--- config.mk ---
export PLATFORM = sky130hd
export DESIGN_NAME = hbridge_gate_ctrl
export DESIGN_NICKNAME = d
export VERILOG_FILES = /design/src/rtl/hbg_pkg.sv /design/src/rtl/hbg_sync.sv /design/src/rtl/hbg_halfbridge.sv /design/src/rtl/hbg_short_det.sv /design/src/rtl/hbridge_gate_ctrl.sv
export SDC_FILE = /design/constraint.sdc
export NUM_CORES = 1
export LEC_CHECK = 0
export ABC_AREA = 1
export BUFFER_PORTS_ARGS = -buffer_cell sky130_fd_sc_hd__buf_2
export CAP_MARGIN = 20
export CORE_ASPECT_RATIO = 1.75
export CORE_UTILIZATION = 40
export CTS_CLUSTER_DIAMETER = 100
export DETAILED_ROUTE_END_ITERATION = 8
export HOLD_SLACK_MARGIN = 0.1
export PLACE_DENSITY = 0.54
export SKIP_LAST_GASP = 1
export SYNTH_ARGS = -nofsm -noshare
export SYNTH_HDL_FRONTEND = slang
export SYNTH_SLANG_ARGS = --single-unit
--- constraint.sdc ---
create_clock -name clk_i -period 1.4 [get_ports clk_i]
set_input_delay 0.21 -clock clk_i [delete_from_list [all_inputs] [get_ports clk_i]]
set_output_delay 0.21 -clock clk_i [all_outputs]
set_load 0.02 [all_outputs]
--- src/rtl/hbg_pkg.sv ---
package hbg_pkg;
  typedef enum logic {
    SIDE_HIGH = 1'b0,
    SIDE_LOW  = 1'b1
  } side_e;

  typedef struct packed {
    logic hs;
    logic ls;
  } hb_gate_t;
endpackage

--- src/rtl/hbg_sync.sv ---
module hbg_sync #(
  parameter int unsigned W      = 1,
  parameter int unsigned STAGES = 2
) (
  input  logic         clk_i,
  input  logic         rst_ni,
  input  logic [W-1:0] d_i,
  output logic [W-1:0] q_o
);
  logic [STAGES-1:0][W-1:0] stg_q;

  always_ff @(posedge clk_i or negedge rst_ni) begin
    if (!rst_ni) begin
      stg_q <= '0;
    end else begin
      stg_q[0] <= d_i;
      for (int i = 1; i < int'(STAGES); i++) stg_q[i] <= stg_q[i-1];
    end
  end

  assign q_o = stg_q[STAGES-1];
endmodule

--- src/rtl/hbg_halfbridge.sv ---
module hbg_halfbridge
  import hbg_pkg::*;
#(
  parameter int unsigned DEAD_CYC = 4
) (
  input  logic     clk_i,
  input  logic     rst_ni,
  input  hb_gate_t req_i,
  output hb_gate_t gate_o
);
  localparam int unsigned CW = $clog2(DEAD_CYC + 1);

  logic [CW-1:0] dead_q;
  hb_gate_t      gate_q, gate_d;
  logic          dead_done;

  assign dead_done = (dead_q == CW'(DEAD_CYC));

  // turn-off is immediate; turn-on waits for the partner to be off DEAD_CYC cycles
  always_comb begin
    gate_d.hs = req_i.hs & ~req_i.ls & (gate_q.hs | (~gate_q.ls & dead_done));
    gate_d.ls = req_i.ls & ~req_i.hs & (gate_q.ls | (~gate_q.hs & dead_done));
  end

  always_ff @(posedge clk_i or negedge rst_ni) begin
    if (!rst_ni) begin
      gate_q <= '0;
      dead_q <= '0;
    end else begin
      gate_q <= gate_d;
      if (gate_q.hs | gate_q.ls) dead_q <= '0;
      else if (!dead_done)       dead_q <= dead_q + CW'(1);
    end
  end

  assign gate_o = gate_q;
endmodule

--- src/rtl/hbg_short_det.sv ---
module hbg_short_det
  import hbg_pkg::*;
#(
  parameter int unsigned SC_CYC = 8,
  parameter side_e       SIDE   = SIDE_HIGH
) (
  input  logic clk_i,
  input  logic rst_ni,
  input  logic gate_on_i,
  input  logic cmp_hi_i,
  input  logic clr_i,
  output logic trip_o
);
  localparam int unsigned CW = $clog2(SC_CYC + 1);

  logic [CW-1:0] cnt_q;
  logic          trip_q;
  logic          bad;

  generate
    if (SIDE == SIDE_HIGH) begin : g_hs
      assign bad = ~cmp_hi_i;   // output held low: short to ground
    end else begin : g_ls
      assign bad = cmp_hi_i;    // output held high: short to supply
    end
  endgenerate

  always_ff @(posedge clk_i or negedge rst_ni) begin
    if (!rst_ni) begin
      cnt_q  <= '0;
      trip_q <= 1'b0;
    end else if (clr_i) begin
      cnt_q  <= '0;
      trip_q <= 1'b0;
    end else if (trip_q || !(gate_on_i && bad)) begin
      cnt_q <= '0;
    end else if (cnt_q == CW'(SC_CYC)) begin
      cnt_q  <= '0;
      trip_q <= 1'b1;
    end else begin
      cnt_q <= cnt_q + CW'(1);
    end
  end

  assign trip_o = trip_q;
endmodule

--- src/rtl/hbridge_gate_ctrl.sv ---
module hbridge_gate_ctrl
  import hbg_pkg::*;
#(
  parameter int unsigned SYNC_STAGES = 2,
  parameter int unsigned DEAD_CYC    = 4,
  parameter int unsigned SC_CYC      = 8
) (
  input  logic clk_i,
  input  logic rst_ni,
  input  logic en_i,
  input  logic dir_i,
  input  logic pwm_i,
  input  logic cmp1_i,
  input  logic cmp2_i,
  input  logic therm_flt_i,
  input  logic ovolt_flt_i,
  input  logic uvolt_flt_i,
  output logic gate_hs1_o,
  output logic gate_hs2_o,
  output logic gate_ls1_o,
  output logic gate_ls2_o,
  output logic diag_no
);
  localparam int unsigned NUM_HB = 2;
  localparam int unsigned IN_W   = 3 + NUM_HB + 3;

  logic [IN_W-1:0]   raw_in, syn_in;
  logic              en_s, dir_s, pwm_s;
  logic [NUM_HB-1:0] cmp_s;
  logic [2:0]        flt_s;

  assign raw_in = {uvolt_flt_i, ovolt_flt_i, therm_flt_i, cmp2_i, cmp1_i, pwm_i, dir_i, en_i};

  hbg_sync #(.W(IN_W), .STAGES(SYNC_STAGES)) i_sync (
    .clk_i  (clk_i),
    .rst_ni (rst_ni),
    .d_i    (raw_in),
    .q_o    (syn_in)
  );

  assign {flt_s, cmp_s, pwm_s, dir_s, en_s} = syn_in;

  // change detect on direction and PWM releases short latches
  logic dir_d, pwm_d, chg;
  always_ff @(posedge clk_i or negedge rst_ni) begin
    if (!rst_ni) begin
      dir_d <= 1'b0;
      pwm_d <= 1'b0;
    end else begin
      dir_d <= dir_s;
      pwm_d <= pwm_s;
    end
  end
  assign chg = (dir_s ^ dir_d) | (pwm_s ^ pwm_d);

  // diagonal decode; PWM low recirculates through both low sides
  hb_gate_t [NUM_HB-1:0] cmd, req, gate;
  logic     [NUM_HB-1:0] trip_hs, trip_ls;
  logic                  run_ok;

  assign run_ok = en_s & ~|flt_s;

  always_comb begin
    cmd[0].hs = pwm_s &  dir_s;
    cmd[1].hs = pwm_s & ~dir_s;
    cmd[0].ls = ~pwm_s | ~dir_s;
    cmd[1].ls = ~pwm_s |  dir_s;
  end

  generate
    for (genvar h = 0; h < NUM_HB; h++) begin : g_hb
      assign req[h].hs = cmd[h].hs & run_ok & ~trip_hs[h];
      assign req[h].ls = cmd[h].ls & run_ok & ~trip_ls[h];

      hbg_halfbridge #(.DEAD_CYC(DEAD_CYC)) i_hb (
        .clk_i  (clk_i),
        .rst_ni (rst_ni),
        .req_i  (req[h]),
        .gate_o (gate[h])
      );

      hbg_short_det #(.SC_CYC(SC_CYC), .SIDE(SIDE_HIGH)) i_sc_hs (
        .clk_i     (clk_i),
        .rst_ni    (rst_ni),
        .gate_on_i (gate[h].hs),
        .cmp_hi_i  (cmp_s[h]),
        .clr_i     (chg),
        .trip_o    (trip_hs[h])
      );

      hbg_short_det #(.SC_CYC(SC_CYC), .SIDE(SIDE_LOW)) i_sc_ls (
        .clk_i     (clk_i),
        .rst_ni    (rst_ni),
        .gate_on_i (gate[h].ls),
        .cmp_hi_i  (cmp_s[h]),
        .clr_i     (chg),
        .trip_o    (trip_ls[h])
      );
    end
  endgenerate

  logic diag_q;
  always_ff @(posedge clk_i or negedge rst_ni) begin
    if (!rst_ni) diag_q <= 1'b1;
    else         diag_q <= ~(|flt_s | |trip_hs | |trip_ls);
  end

  assign gate_hs1_o = gate[0].hs;
  assign gate_ls1_o = gate[0].ls;
  assign gate_hs2_o = gate[1].hs;
  assign gate_ls2_o = gate[1].ls;
  assign diag_no    = diag_q;
endmodule

After elaboration in Yosys (flattened, before gate mapping)
Cells that the tools add are included.
{"block": "op_classes", "n_addsub": 6, "eq_ne": 12, "n_mux": 28, "n_bitwise": 53, "reduce_logical": 24}
{"op": "$mux W4", "count": 12}
{"op": "$and A1 B1 Y1", "count": 23}
{"op": "$not A1 Y1", "count": 17}
{"op": "$add A4 B1 Y4 const B", "count": 4}
{"op": "$eq A4 B4 Y1 const B", "count": 4}
{"op": "$mux W1", "count": 12}
{"op": "$mux W3", "count": 4}
{"op": "$ne A2 B2 Y1 const B", "count": 6}
{"op": "$or A1 B1 Y1", "count": 11}
{"op": "$reduce_and A2 Y1", "count": 4}
{"op": "$reduce_bool A2 Y1", "count": 4}
{"op": "$add A3 B1 Y3 const B", "count": 2}
{"op": "$eq A3 B3 Y1 const B", "count": 2}
{"op": "$logic_not A1 Y1", "count": 5}
{"op": "$logic_and A1 B1 Y1", "count": 4}
{"op": "$logic_or A1 B1 Y1", "count": 4}
{"op": "$reduce_or A2 Y1", "count": 2}
{"op": "$reduce_or A3 Y1", "count": 1}
{"op": "$xor A1 B1 Y1", "count": 2}
{"block": "totals", "register_bits": 49, "output_inout_bits": 5, "elab_cells": 142}

Logic depth before layout (Yosys ltp)
{"block": "logic_depth", "word_depth": 8, "ltp_mapped": 7, "depth_no_buf": 7}

By module
Synthesis repeated with hierarchy kept, for this count alone.
{"block": "hier_totals", "cells_unflattened": 259, "area_unflattened_um2": 2302.2}
{"module": "hbg_short_det at g_hb[0].i_sc_hs ...", "n_inst": 2, "cells_per_inst": 35, "area_each_um2": 277.8, "seq_area_each_um2": 125.1}
{"module": "hbg_halfbridge", "n_inst": 2, "cells_per_inst": 34, "area_each_um2": 272.8, "seq_area_each_um2": 125.1}
{"module": "hbg_short_det at g_hb[0].i_sc_ls ...", "n_inst": 2, "cells_per_inst": 33, "area_each_um2": 270.3, "seq_area_each_um2": 125.1}
{"module": "hbg_sync", "n_inst": 1, "cells_per_inst": 24, "area_each_um2": 460.4, "seq_area_each_um2": 400.4}
{"module": "hbridge_gate_ctrl", "n_inst": 1, "cells_per_inst": 31, "area_each_um2": 200.2, "seq_area_each_um2": 76.3}

Least setup slack after synthesis
Ideal clock, no wire load.
{"block": "synth_timing", "path_kind": "register to register", "start": "register g_hb[1].i_hb.dead_q[0]", "end": "register g_hb[1].i_hb.gate_q (netlist bit g_hb[1].i_hb.gate_o[0])", "setup_ns": 0.120, "arrival_time_ns": 0.929, "required_ns": 1.280, "path_slack_ns": 0.351, "stages_incl_launch_ff": 7, "n_path_buf": 0, "period_less_slack_ns": 1.049, "path_cell_list": "dfrtp_1 inv_1 ha_1 nand2_1 nor2_1 o21ai_0 nor2_1"}
{"element": "start, declared", "line": "hbg_halfbridge.sv:13", "source": "logic [CW-1:0] dead_q;"}
{"element": "start signal, assigned", "line": "hbg_halfbridge.sv:32", "source": "else if (!dead_done) dead_q <= dead_q + CW'(1);"}
{"element": "end signal, assigned", "line": "hbg_halfbridge.sv:30", "source": "gate_q <= gate_d;"}
{"element": "end, declared", "line": "hbg_halfbridge.sv:14", "source": "hb_gate_t gate_q, gate_d;"}

Final worst setup path
{"block": "layout_timing", "start": "register g_hb[1].i_hb.dead_q[0]", "end": "register g_hb[1].i_hb.dead_q[0]"}
{"block": "layout_between", "elab_chain_cells": 3, "word_cells_on_any_way": 5, "classes_between": "add/sub (1); eq/ne (2); mux (2)"}
{"element": "$add A3 B1 Y3", "line": "hbg_halfbridge.sv:32"}
{"element": "$mux W3", "line": "hbg_halfbridge.sv:32"}
{"element": "$mux W3", "line": "hbg_halfbridge.sv:31", "source": "if (gate_q.hs | gate_q.ls) dead_q <= '0;"}
Several ways; a longest one is shown, not always the timed one. The select of a mux whose other input is x is not followed.
A chain may end at the register's enable or synchronous reset.

==> run_results.csv <==
group,metric,value,unit
floorplanning,ios,15,
timing,drv_slew,0,
pwr,powerDensity,1210,nW/um^2
route,drc_errors,0,
setup_path,worstPathRequired,1.63,ns
clocking,clockBufferDepth,2,
yosys,syn-cell-area,2020,um^2
pwr,p_int,2.08,mW
timing,finalSetupViolations,0,
global_route,antenna_found_initial,0,
timing,fin_skew,0.00404,ns
route,dr.pass1.iters,4,
floorplanning,core,4790,um^2
yosys,synth-seq-cells,49,
global_route,grt_max_degree,29,
global_route,grt_pass1_wl,5690,um
timing,min_period_over_period,0.848,
floorplanning,die_area,5350,um^2
timing,final_hold_viol_count,0,
pwr,pwr-share-comb,0.178,
setup_path,crit_type,"reg -> reg",
global_route,grt_usage,0.137,
pwr,power_frac_seq,0.566,
timing,rsz0062_at_grt,"false",
route,avgRoutedWirePerCell,10.4,um
place,dp_cells,277,
outcome,outcome,"completed",
layout,antenna_cells,0,
yosys,ys_top_cells_by_area,"dfrtp_1 (59%), nor2_1 (7.8%), ha_1 (7.4%)",
yosys,ys_warn_count,0,
clocking,post_cts_buffers,0,
clocking,clock-sinks,49,
setup_path,endpoint_kind,"register",
yosys,synth_top_area_share,0.594,
clocking,cts_tree,"done",
place,place_hpwl,2300,um
layout,final_layout_size_suffix_gt1_frac,0.104,
timing,relSlewSlack,0.803,
layout,area_growth,16.2,%
setup_path,startpoint_type,"register",
clocking,cts_made_buffers,5,
clocking,cts_max_level,2,
hold_path,min_path_type,"in -> async",
clocking,clock_latency,0.29,ns
floorplanning,std_cell_rows,33,
global_route,overflow,0,
global_route,grt_pass1_vias,1351,
setup_path,cp.arrival,1.41,ns
floorplanning,dieWidth,55.7,um
clocking,clk_pin_slew,0.08,ns
layout,final_net_count,263,
setup_path,regToRegEndpoint,"g_hb[1].i_hb.dead_q[0]",
yosys,syn-num-nets,231,
timing,fmaxAchievable,843,MHz
flow_run,maxCapViolCount,0,
route,postRouteAntennaNets,0,
pwr,sw_frac_of_total,0.271,
setup_path,reg2regPathDepth,6,
pwr,clkPwrFrac,0.257,
route,vias_per_cell,4.68,
floorplanning,start_util,0.422,
yosys,yosysTopAreaCell,"dfrtp_1",
setup_path,reg2reg_slack,0.21,ns
route,num_vias,1366,
pwr,ir_drop,807,uV
timing,tns,0,ns
yosys,synth_cell_types,17,
pwr,power_switching,0.774,mW
timing,fin_crit,1.19,ns
yosys,ys_seq_area_frac,0.607,
layout,num-fill-cells,455,
yosys,synthesis.instances,209,
floorplanning,dieHeight,96.1,um
setup_path,r2r-start,"g_hb[1].i_hb.dead_q[0]",
layout,finalNonFillerCells,292,
clocking,clk_root_buffer_cell,"clkbuf_8",
place,numPortBuffers,14,
place,gp_congestion,0.749,
setup_path,worst-path-max-fanout,5,
route,drtIter0Drc,33,
pwr,p_total,2.85,mW
pwr,power.leakage,1.17,nW
yosys,syn_area_per_cell,9.67,um^2
timing,worst-slew-pin-transition,0.296,ns
route,wl,3050,um
==> per-stage QoR <==
step                hold slack [ns]  worst slack, ns  utilization  area, um^2
floorplan                   -0.0856            0.351            -        2020
global placement              0.112            0.218        0.456        2180
detailed placement            0.115            0.217        0.456        2180
CTS                           0.326            0.205        0.490        2350
global route                  0.346           0.0495        0.490        2350
finish                        0.334            0.213        0.490        2350
==> flip-flops by register name, indices dropped and copies added (netlist names), 2 cells and up <==
| register | count |
|---|---|
| i_sync.stg_q | 8 |
| g_hb.i_hb.dead_q | 6 |
| g_hb.i_sc_ls.trip_o | 2 |
| i_sync.q_o | 8 |
| g_hb.i_sc_hs.cnt_q | 8 |
| g_hb.i_sc_ls.cnt_q | 8 |
| g_hb.i_hb.gate_o | 4 |
| g_hb.i_sc_hs.trip_o | 2 |
==> cells in the mapped netlist <==
cell,count
a21oi_1,5
a31oi_1,2
dfrtp_1,48
dfstp_2,1
ha_1,12
inv_1,32
inv_2,1
nand2_1,38
nand3_1,8
nand3b_1,2
nand4_1,1
nor2_1,42
nor2_4,1
nor3_1,1
o21ai_0,7
xnor2_1,4
xor2_1,4
==> critical path: stages, from the launching register on <==
cell and delay, ns:
dfrtp_1 0.40, inv_1 0.09, ha_1 0.17, nand2_1 0.11, nor3_1 0.22, nand2_1 0.08, nand2_1 0.06
==> power groups by stage <==
stage | Clock, mW | Sequential (mW) | Combinational (mW)
2_1_floorplan | 0 | 1.63 | 0.360
3_3_place_gp | 0 | 1.64 | 0.483
3_5_place_dp | 0 | 1.64 | 0.502
4_1_cts | 0.781 | 1.61 | 0.521
5_1_grt | 0.827 | 1.63 | 0.611
6_report | 0.732 | 1.61 | 0.507
==> cells by family (layout without fill, tap and decap cells) <==
family	after synthesis	in the layout	synth area share
simple gates	93	93	0.187
flops	49	49	0.607
buf+inv	33	64	0.0613
compound gates	14	14	0.0359
fa+ha+maj	12	12	0.0743
xor+xnor	8	8	0.0346
==> placed cells by master, fill, tap and decap left out, drive strengths merged, types with 2 or more instances in the layout <==
| master | netlist | routed |
|---|---|---|
| dfrtp | 48 | 48 |
| nor2 | 43 | 43 |
| nand2 | 38 | 38 |
| inv | 33 | 33 |
| buf | 0 | 16 |
| ha | 12 | 12 |
| dlygate4sd3 | 0 | 9 |
| nand3 | 8 | 8 |
| o21ai | 7 | 7 |
| a21oi | 5 | 5 |
| clkbuf | 0 | 5 |
| xnor2 | 4 | 4 |
| xor2 | 4 | 4 |
| nand3b | 2 | 2 |
| a31oi | 2 | 2 |
==> how the worst max path moves through the flow <==
stage                                start                      to  slack [ns]
floorplan           g_hb[1].i_hb.dead_q[0]  g_hb[1].i_hb.gate_o[0]        0.35
global placement    g_hb[1].i_hb.dead_q[0]  g_hb[1].i_hb.dead_q[1]        0.22
detailed placement  g_hb[1].i_hb.dead_q[0]  g_hb[1].i_hb.dead_q[1]        0.22
CTS                 g_hb[1].i_hb.dead_q[0]  g_hb[1].i_hb.dead_q[1]        0.20
global route        g_hb[1].i_hb.dead_q[0]  g_hb[1].i_hb.dead_q[1]        0.05
finish              g_hb[1].i_hb.dead_q[0]  g_hb[1].i_hb.dead_q[0]        0.21
==> repair_timing <==
action	CTS	global route
endpoints found under the hold margin	46	0
hold buffers	9	0
gates resized for setup	0	0
==> metal layers <==
metal	vias up	wire, um	GRT usage
met5	-	0	0
met4	0	70	0.0625
li1	699	-	-
met1	646	1250	0.147
met2	16	1660	0.254
met3	5	73	0.0296
==> cell type report <==
cell class	count	area, um^2	share of cell area
clock buffers	5	68.8	0.0293
clock inverters	1	5.00	0.00213
inverters	33	124	0.0527
multi-input cells	127	671	0.286
flip-flops and latches	49	1230	0.523
well taps	52	65.1	0.0277
repair buffers	25	188	0.0799
No activity file was read; power rests on OpenSTA's default activity.
